<file path="config.mk">
export PLATFORM = sky130hd
export DESIGN_NAME = byte_strobe_gen
export DESIGN_NICKNAME = d
export VERILOG_FILES = /design/src/rtl/bbs_pkg.sv /design/src/rtl/bbs_style_reg.sv /design/src/rtl/bbs_lane_decode.sv /design/src/rtl/bbs_window.sv /design/src/rtl/byte_strobe_gen.sv
export SDC_FILE = /design/constraint.sdc
export NUM_CORES = 1
export LEC_CHECK = 0
export ABC_CLOCK_PERIOD_IN_PS = 1300
export CAP_MARGIN = 15
export CORE_AREA = 2 2 39 41
export CTS_CLUSTER_SIZE = 25
export DETAILED_ROUTE_END_ITERATION = 6
export DIE_AREA = 0 0 41 43
export DONT_BUFFER_PORTS = 1
export GPL_TIMING_DRIVEN = 0
export HOLD_SLACK_MARGIN = 0.03
export MAX_ROUTING_LAYER = met4
export PLACE_DENSITY = 0.38
export SKIP_LAST_GASP = 1
export SLEW_MARGIN = 20
export SYNTH_ARGS = -nofsm -noshare
export SYNTH_HDL_FRONTEND = slang
export SYNTH_SLANG_ARGS = --single-unit
export TNS_END_PERCENT = 5
</file>
<file path="constraint.sdc">
create_clock -name clk -period 1.3 [get_ports clk]
set_input_delay 0.065 -clock clk [delete_from_list [all_inputs] [get_ports clk]]
set_output_delay 0.065 -clock clk [all_outputs]
set_load 0.01 [all_outputs]
</file>
<file path="src/rtl/bbs_pkg.sv">
// Shared types for the byte-lane strobe generator.
// Assumes all bus pins are active low and idle at 1.
package bbs_pkg;
    typedef enum logic {
        STYLE_JOINT = 1'b0,
        STYLE_SPLIT = 1'b1
    } style_e;

    typedef struct packed {
        logic rd_n;
        logic lo_n;
        logic hi_n;
        logic a0;
    } pins_t;

    localparam pins_t PINS_IDLE = '{rd_n: 1'b1, lo_n: 1'b1, hi_n: 1'b1, a0: 1'b1};
endpackage

</file>
<file path="src/rtl/bbs_style_reg.sv">
// Holds the strobe-style configuration bit.
// Assumes cfg_we is a single-cycle write; resets to the joint style.
module bbs_style_reg
    import bbs_pkg::*;
(
    input  logic   clk,
    input  logic   rst_n,
    input  logic   cfg_we,
    input  logic   cfg_split,
    output style_e style_q
);
    // Load the style on a config write; joint style after reset.
    always_ff @(posedge clk) begin
        if (!rst_n)      style_q <= STYLE_JOINT;
        else if (cfg_we) style_q <= cfg_split ? STYLE_SPLIT : STYLE_JOINT;
    end
endmodule

</file>
<file path="src/rtl/bbs_lane_decode.sv">
// Combinational decode of one request into a strobe pattern.
// Assumes the caller only uses the pattern when err_o is low.
module bbs_lane_decode
    import bbs_pkg::*;
(
    input  style_e style_i,
    input  logic   narrow_i,
    input  logic   write_i,
    input  logic   addr0_i,
    input  logic   word_i,
    output pins_t  pins_o,
    output logic   err_o
);
    logic split_eff;
    logic even_used;
    logic odd_used;

    // Decide which lanes take part and whether the split style applies.
    always_comb begin
        split_eff = (style_i == STYLE_SPLIT) && !narrow_i;
        even_used = word_i || !addr0_i;
        odd_used  = word_i ||  addr0_i;
        err_o     = narrow_i && word_i;
    end

    // Build the active-low pin pattern for the selected style.
    always_comb begin
        pins_o      = PINS_IDLE;
        pins_o.rd_n = write_i;
        pins_o.a0   = word_i ? 1'b0 : addr0_i;
        if (split_eff) begin
            pins_o.lo_n = !(write_i && even_used);
            pins_o.hi_n = !(write_i && odd_used);
        end else begin
            pins_o.lo_n = !write_i;
            pins_o.hi_n = narrow_i ? 1'b1 : !odd_used;
        end
    end
endmodule

</file>
<file path="src/rtl/bbs_window.sv">
// Holds a strobe pattern for STROBE_LEN cycles, then returns to idle.
// Assumes start_i is only raised while active_o is low.
module bbs_window
    import bbs_pkg::*;
#(
    parameter int STROBE_LEN = 3
) (
    input  logic  clk,
    input  logic  rst_n,
    input  logic  start_i,
    input  pins_t pins_i,
    output pins_t pins_q,
    output logic  active_o
);
    localparam int CNT_W = (STROBE_LEN > 1) ? $clog2(STROBE_LEN) : 1;
    localparam logic [CNT_W-1:0] LOAD = CNT_W'(STROBE_LEN - 1);

    logic [CNT_W-1:0] remain_q;

    // Count down the window and drive or release the registered pins.
    always_ff @(posedge clk) begin
        if (!rst_n) begin
            active_o <= 1'b0;
            remain_q <= '0;
            pins_q   <= PINS_IDLE;
        end else if (start_i) begin
            active_o <= 1'b1;
            remain_q <= LOAD;
            pins_q   <= pins_i;
        end else if (active_o) begin
            if (remain_q == '0) begin
                active_o <= 1'b0;
                pins_q   <= PINS_IDLE;
            end else begin
                remain_q <= remain_q - 1'b1;
            end
        end
    end
endmodule

</file>
<file path="src/rtl/byte_strobe_gen.sv">
// Top: accepts one request while idle and refuses word requests on an 8-bit bus.
// Assumes bus_narrow is static while a window is open.
module byte_strobe_gen
    import bbs_pkg::*;
#(
    parameter int STROBE_LEN = 3
) (
    input  logic clk,
    input  logic rst_n,
    input  logic cfg_we,
    input  logic cfg_split,
    input  logic bus_narrow,
    input  logic req_valid,
    input  logic req_write,
    input  logic req_addr0,
    input  logic req_word,
    output logic req_ready,
    output logic req_err,
    output logic rd_n,
    output logic wr_lo_n,
    output logic wr_hi_n,
    output logic addr0_out
);
    style_e style_q;
    pins_t  dec_pins;
    pins_t  win_pins;
    logic   dec_err;
    logic   active;
    logic   accept;

    bbs_style_reg u_style (
        .clk       (clk),
        .rst_n     (rst_n),
        .cfg_we    (cfg_we),
        .cfg_split (cfg_split),
        .style_q   (style_q)
    );

    bbs_lane_decode u_dec (
        .style_i  (style_q),
        .narrow_i (bus_narrow),
        .write_i  (req_write),
        .addr0_i  (req_addr0),
        .word_i   (req_word),
        .pins_o   (dec_pins),
        .err_o    (dec_err)
    );

    // A request is taken only while no window is open.
    always_comb begin
        accept = req_valid && !active;
    end

    bbs_window #(.STROBE_LEN(STROBE_LEN)) u_win (
        .clk      (clk),
        .rst_n    (rst_n),
        .start_i  (accept && !dec_err),
        .pins_i   (dec_pins),
        .pins_q   (win_pins),
        .active_o (active)
    );

    // One-cycle refusal pulse for word requests on an 8-bit bus.
    always_ff @(posedge clk) begin
        if (!rst_n) req_err <= 1'b0;
        else        req_err <= accept && dec_err;
    end

    // Drive the ports from the window register.
    always_comb begin
        req_ready = !active;
        rd_n      = win_pins.rd_n;
        wr_lo_n   = win_pins.lo_n;
        wr_hi_n   = win_pins.hi_n;
        addr0_out = win_pins.a0;
    end
endmodule

</file>
==> flow_results.xml <==
<?xml version="1.0" encoding="UTF-8"?>
<metrics>
  <group name="run_status">
    <metric name="outcome" unit="">finished clean</metric>
  </group>
  <group name="synthesis">
    <metric name="syn_avg_cell_area" unit="µm²">9.85</metric>
    <metric name="post_synth_instance_area" unit="µm²">384</metric>
    <metric name="synth_top_cells_by_area" unit="">sky130_fd_sc_hd__dfxtp_1, sky130_fd_sc_hd__nor2b_1, sky130_fd_sc_hd__a32oi_1</metric>
    <metric name="synthesis_stage_register_bit_count" unit="">9</metric>
    <metric name="ys.warnings.count" unit="">0</metric>
    <metric name="yosysSeqAreaShare" unit="%">46.9</metric>
    <metric name="synth_cells" unit="">39</metric>
    <metric name="synth_top_cell_by_area" unit="">sky130_fd_sc_hd__dfxtp_1</metric>
    <metric name="synth_cell_type_count" unit="">19</metric>
    <metric name="post-synth-top-area-fraction" unit="%">46.9</metric>
    <metric name="synth.net_count" unit="">48</metric>
  </group>
  <group name="grt">
    <metric name="grt_max_degree" unit="">11</metric>
    <metric name="first_global_vias" unit="">292</metric>
    <metric name="total_gr_overflow" unit="">0</metric>
    <metric name="antenna_found_initial" unit="">0</metric>
    <metric name="grt.total_usage" unit="%">11.4</metric>
    <metric name="wire_length_of_the_first_global_routing_pass" unit="µm">1280</metric>
  </group>
  <group name="timing">
    <metric name="report.final.setup_viol" unit="">0</metric>
    <metric name="max_freq" unit="GHz">0.864</metric>
    <metric name="worst_slew_margin_rel" unit="%">81.0</metric>
    <metric name="transition_at_the_pin_with_the_smallest_max_transition_slack" unit="ns">0.285</metric>
    <metric name="clock-skew-final" unit="ns">0.00141</metric>
    <metric name="timing_max_transition_violations_final" unit="">0</metric>
    <metric name="finalCritPeriodShare" unit="%">89.0</metric>
    <metric name="final-hold-violation-count" unit="">0</metric>
    <metric name="setup-tns-final" unit="ns">0</metric>
    <metric name="rsz_0062_raised_after_global_routing" unit="">false</metric>
    <metric name="fin_ws" unit="ns">0.143</metric>
    <metric name="min_period" unit="ns">1.16</metric>
  </group>
  <group name="drt">
    <metric name="wire_per_inst" unit="µm">12.1</metric>
    <metric name="post-route-drc-count" unit="">0</metric>
    <metric name="routed_via_count" unit="">319</metric>
    <metric name="detailedRoute.firstIterationViolations" unit="">2</metric>
    <metric name="totalWireLength" unit="µm">786</metric>
    <metric name="ant_nets" unit="">0</metric>
    <metric name="number_of_detailed_route_iterations_in_the_first_pass" unit="">4</metric>
    <metric name="viasPerCell" unit="">4.91</metric>
  </group>
  <group name="critical_path">
    <metric name="critical_path.startpoint_type" unit="">input pin</metric>
    <metric name="r2r_cells" unit="">3</metric>
    <metric name="timing.critical_path.max_delay_family" unit="">buffers and inverters</metric>
    <metric name="cp-end-kind" unit="">register</metric>
    <metric name="critical_path_buf_inv_count" unit="">2</metric>
    <metric name="worst-endpoint-required" unit="ns">1.45</metric>
    <metric name="crit_path_cell_trace" unit="">dlygate4sd3_1 -&gt; mux2i_1 -&gt; dlygate4sd3_1 -&gt; nor2b_1</metric>
    <metric name="path_common_cell" unit="">sky130_fd_sc_hd__dlygate4sd3_1</metric>
    <metric name="worstReg2RegStart" unit="">u_win.active_o</metric>
    <metric name="delay_of_the_slowest_critical_path_stage" unit="ns">0.56</metric>
    <metric name="max_stage_delay_cell_worst_path" unit="">sky130_fd_sc_hd__dlygate4sd3_1</metric>
    <metric name="worstPathArrival" unit="ns">1.31</metric>
    <metric name="critical_path.max_fanout" unit="">1</metric>
    <metric name="reg2reg_setup_slack" unit="ns">0.14</metric>
    <metric name="r2r-end" unit="">u_win.pins_q[0]</metric>
    <metric name="critPathKind" unit="">input pin to register</metric>
  </group>
  <group name="floorplan">
    <metric name="die_height" unit="µm">43</metric>
    <metric name="top_level_ports" unit="">15</metric>
    <metric name="die_width" unit="µm">41</metric>
    <metric name="design.core.area" unit="µm²">1380</metric>
    <metric name="floorplan.die_area" unit="µm²">1760</metric>
    <metric name="initial_utilization" unit="%">27.8</metric>
    <metric name="placementRows" unit="">14</metric>
  </group>
  <group name="clocking">
    <metric name="clock_sinks" unit="">9</metric>
    <metric name="clock_tree.root_cell" unit="">sky130_fd_sc_hd__clkbuf_4</metric>
    <metric name="number_of_buffers_created_by_cts" unit="">3</metric>
    <metric name="cts.reportedPaths.clkPinSlew" unit="ns">0.06</metric>
    <metric name="cts_tree" unit="">yes</metric>
    <metric name="cts.repair.resized" unit="">0</metric>
    <metric name="ctsLongestPathBuffers" unit="">2</metric>
    <metric name="clock_insertion_delay_worst_skew" unit="ns">0.26</metric>
    <metric name="cts_max_level" unit="">1</metric>
  </group>
  <group name="cells_and_area">
    <metric name="area.growth.synth_to_final" unit="%">27.7</metric>
    <metric name="final_layout_size_suffix_gt1_share" unit="%">12.2</metric>
    <metric name="layout_commonest_cell" unit="">sky130_fd_sc_hd__dfxtp_1</metric>
    <metric name="finish.instance_area" unit="µm²">490</metric>
    <metric name="multi_input_comb_area" unit="µm²">193</metric>
    <metric name="seq_area" unit="µm²">180</metric>
    <metric name="final_cell_count_no_fill" unit="">65</metric>
    <metric name="num-nets-final" unit="">59</metric>
    <metric name="fillers" unit="">158</metric>
    <metric name="most_frequent_cells_in_the_layout" unit="">sky130_fd_sc_hd__dfxtp_1, sky130_fd_sc_hd__dlygate4sd3_1, sky130_fd_sc_hd__nor2b_1</metric>
    <metric name="antenna_cells" unit="">0</metric>
    <metric name="utilization_after_layout" unit="%">35.4</metric>
  </group>
  <group name="power">
    <metric name="p_leak" unit="µW">0.000188</metric>
    <metric name="vdd_ir_drop_max" unit="µV">402</metric>
    <metric name="power-per-cell-area" unit="nW/µm²">1230</metric>
  </group>
  <group name="placed_design">
    <metric name="portBuffers" unit="">0</metric>
    <metric name="finalWeightedCongestion" unit="">0.738</metric>
    <metric name="placed_cells" unit="">55</metric>
    <metric name="dpl_worst_slack" unit="ns">0.155</metric>
    <metric name="placement.cell_area" unit="µm²">404</metric>
    <metric name="detailedPlacementHpwl" unit="µm">568</metric>
  </group>
  <group name="hold_path">
    <metric name="holdPathEnd" unit="">u_win.pins_q[1]</metric>
    <metric name="hp-start" unit="">bus_narrow</metric>
    <metric name="hold-path-cell-count" unit="">2</metric>
    <metric name="class_of_the_most_critical_hold_timing_path" unit="">input pin to register</metric>
  </group>
  <group name="job">
    <metric name="cap_violations" unit="">0</metric>
  </group>
</metrics>
final cells by class:
class                   instances  share of cell area (%)
repair buffers                  6                    12.2
multi-input cells              27                    39.3
inverters                       3                    2.30
clock buffers                   4                    5.36
flip-flops and latches          9                    36.7
well taps                      16                    4.08
per-stage QoR:
step | hold slack, ns | power, µW
after floorplan | 0.184 | 363
after global placement | 0.193 | 374
after detailed placement | 0.189 | 374
after CTS | 0.0337 | 615
after global routing | 0.0638 | 645
final | 0.0444 | 605
synthesized netlist by cell type:
library cell and number:
sky130_fd_sc_hd__o21a_1 1, sky130_fd_sc_hd__a21boi_0 2, sky130_fd_sc_hd__inv_1 3, sky130_fd_sc_hd__mux2i_1 1, sky130_fd_sc_hd__a21oi_1 1, sky130_fd_sc_hd__nand2_1 3, sky130_fd_sc_hd__o21ai_0 3, sky130_fd_sc_hd__nor2b_1 4
sky130_fd_sc_hd__a211o_1 1, sky130_fd_sc_hd__and3_1 2, sky130_fd_sc_hd__nand3b_1 1, sky130_fd_sc_hd__nand2b_2 1, sky130_fd_sc_hd__dfxtp_1 9, sky130_fd_sc_hd__a32oi_1 2, sky130_fd_sc_hd__nand2b_1 1, sky130_fd_sc_hd__and4_1 1
sky130_fd_sc_hd__a221o_1 1, sky130_fd_sc_hd__nor2b_2 1, sky130_fd_sc_hd__a2bb2oi_2 1
worst register-to-register path, cell delays in order (launching register included):
cell and delay (ns):
sky130_fd_sc_hd__dfxtp_1 0.35, sky130_fd_sc_hd__nor2b_2 0.24, sky130_fd_sc_hd__a2bb2oi_2 0.11, sky130_fd_sc_hd__a221o_1 0.34
how the worst max path moves through the flow:
stage                                  to  depth (start not counted)  slack, ns         startpoint
after floorplan           u_win.pins_q[0]                          3       0.23  u_win.remain_q[0]
final                     u_style.style_q                          4       0.14          cfg_split
after global routing      u_win.pins_q[3]                          3       0.07     u_win.active_o
after detailed placement  u_win.pins_q[0]                          3       0.16     u_win.active_o
after global placement    u_win.pins_q[3]                          3       0.15     u_win.active_o
after CTS                 u_style.style_q                          3       0.14    u_style.style_q
registers in the layout (all words and copies together) (netlist names):
| name | cells |
|---|---|
| u_win.remain_q | 2 |
| u_win.pins_q | 4 |
| u_style.style_q | 1 |
| req_err | 1 |
| u_win.active_o | 1 |
cell families (layout without fill, tap and decap cells):
family	count (synthesis)	after routing	share of synthesized area [%]
AO/OA/AOI/OAI	12	12	24.4
buffers and inverters	3	13	2.93
flip-flops	9	9	46.9
multiplexers	1	1	2.61
AND/OR/NAND/NOR	14	14	23.1
report_power, final:
part	internal [µW]	switching (µW)
clock network	118	99.8
logic	41.0	31.5
registers	294	20.1
total	453	151
routing by layer:
layer | share of wire (%) | GRT usage, % | wire length [µm] | up-vias
met3 | 7.6 | 3.66 | 60 | 0
met2 | 48 | 14.7 | 374 | 12
met1 | 45 | 15.3 | 352 | 142
met4 | 0 | 6.00 | 0 | 0
li1 | - | - | - | 165
met5 | 0 | - | 0 | -
what timing repair did:
action	in CTS	in global routing
hold buffers	6	0
buffers inserted	0	0
hold endpoints to repair	9	0
Note: power is estimated with default switching activity, not from simulation.
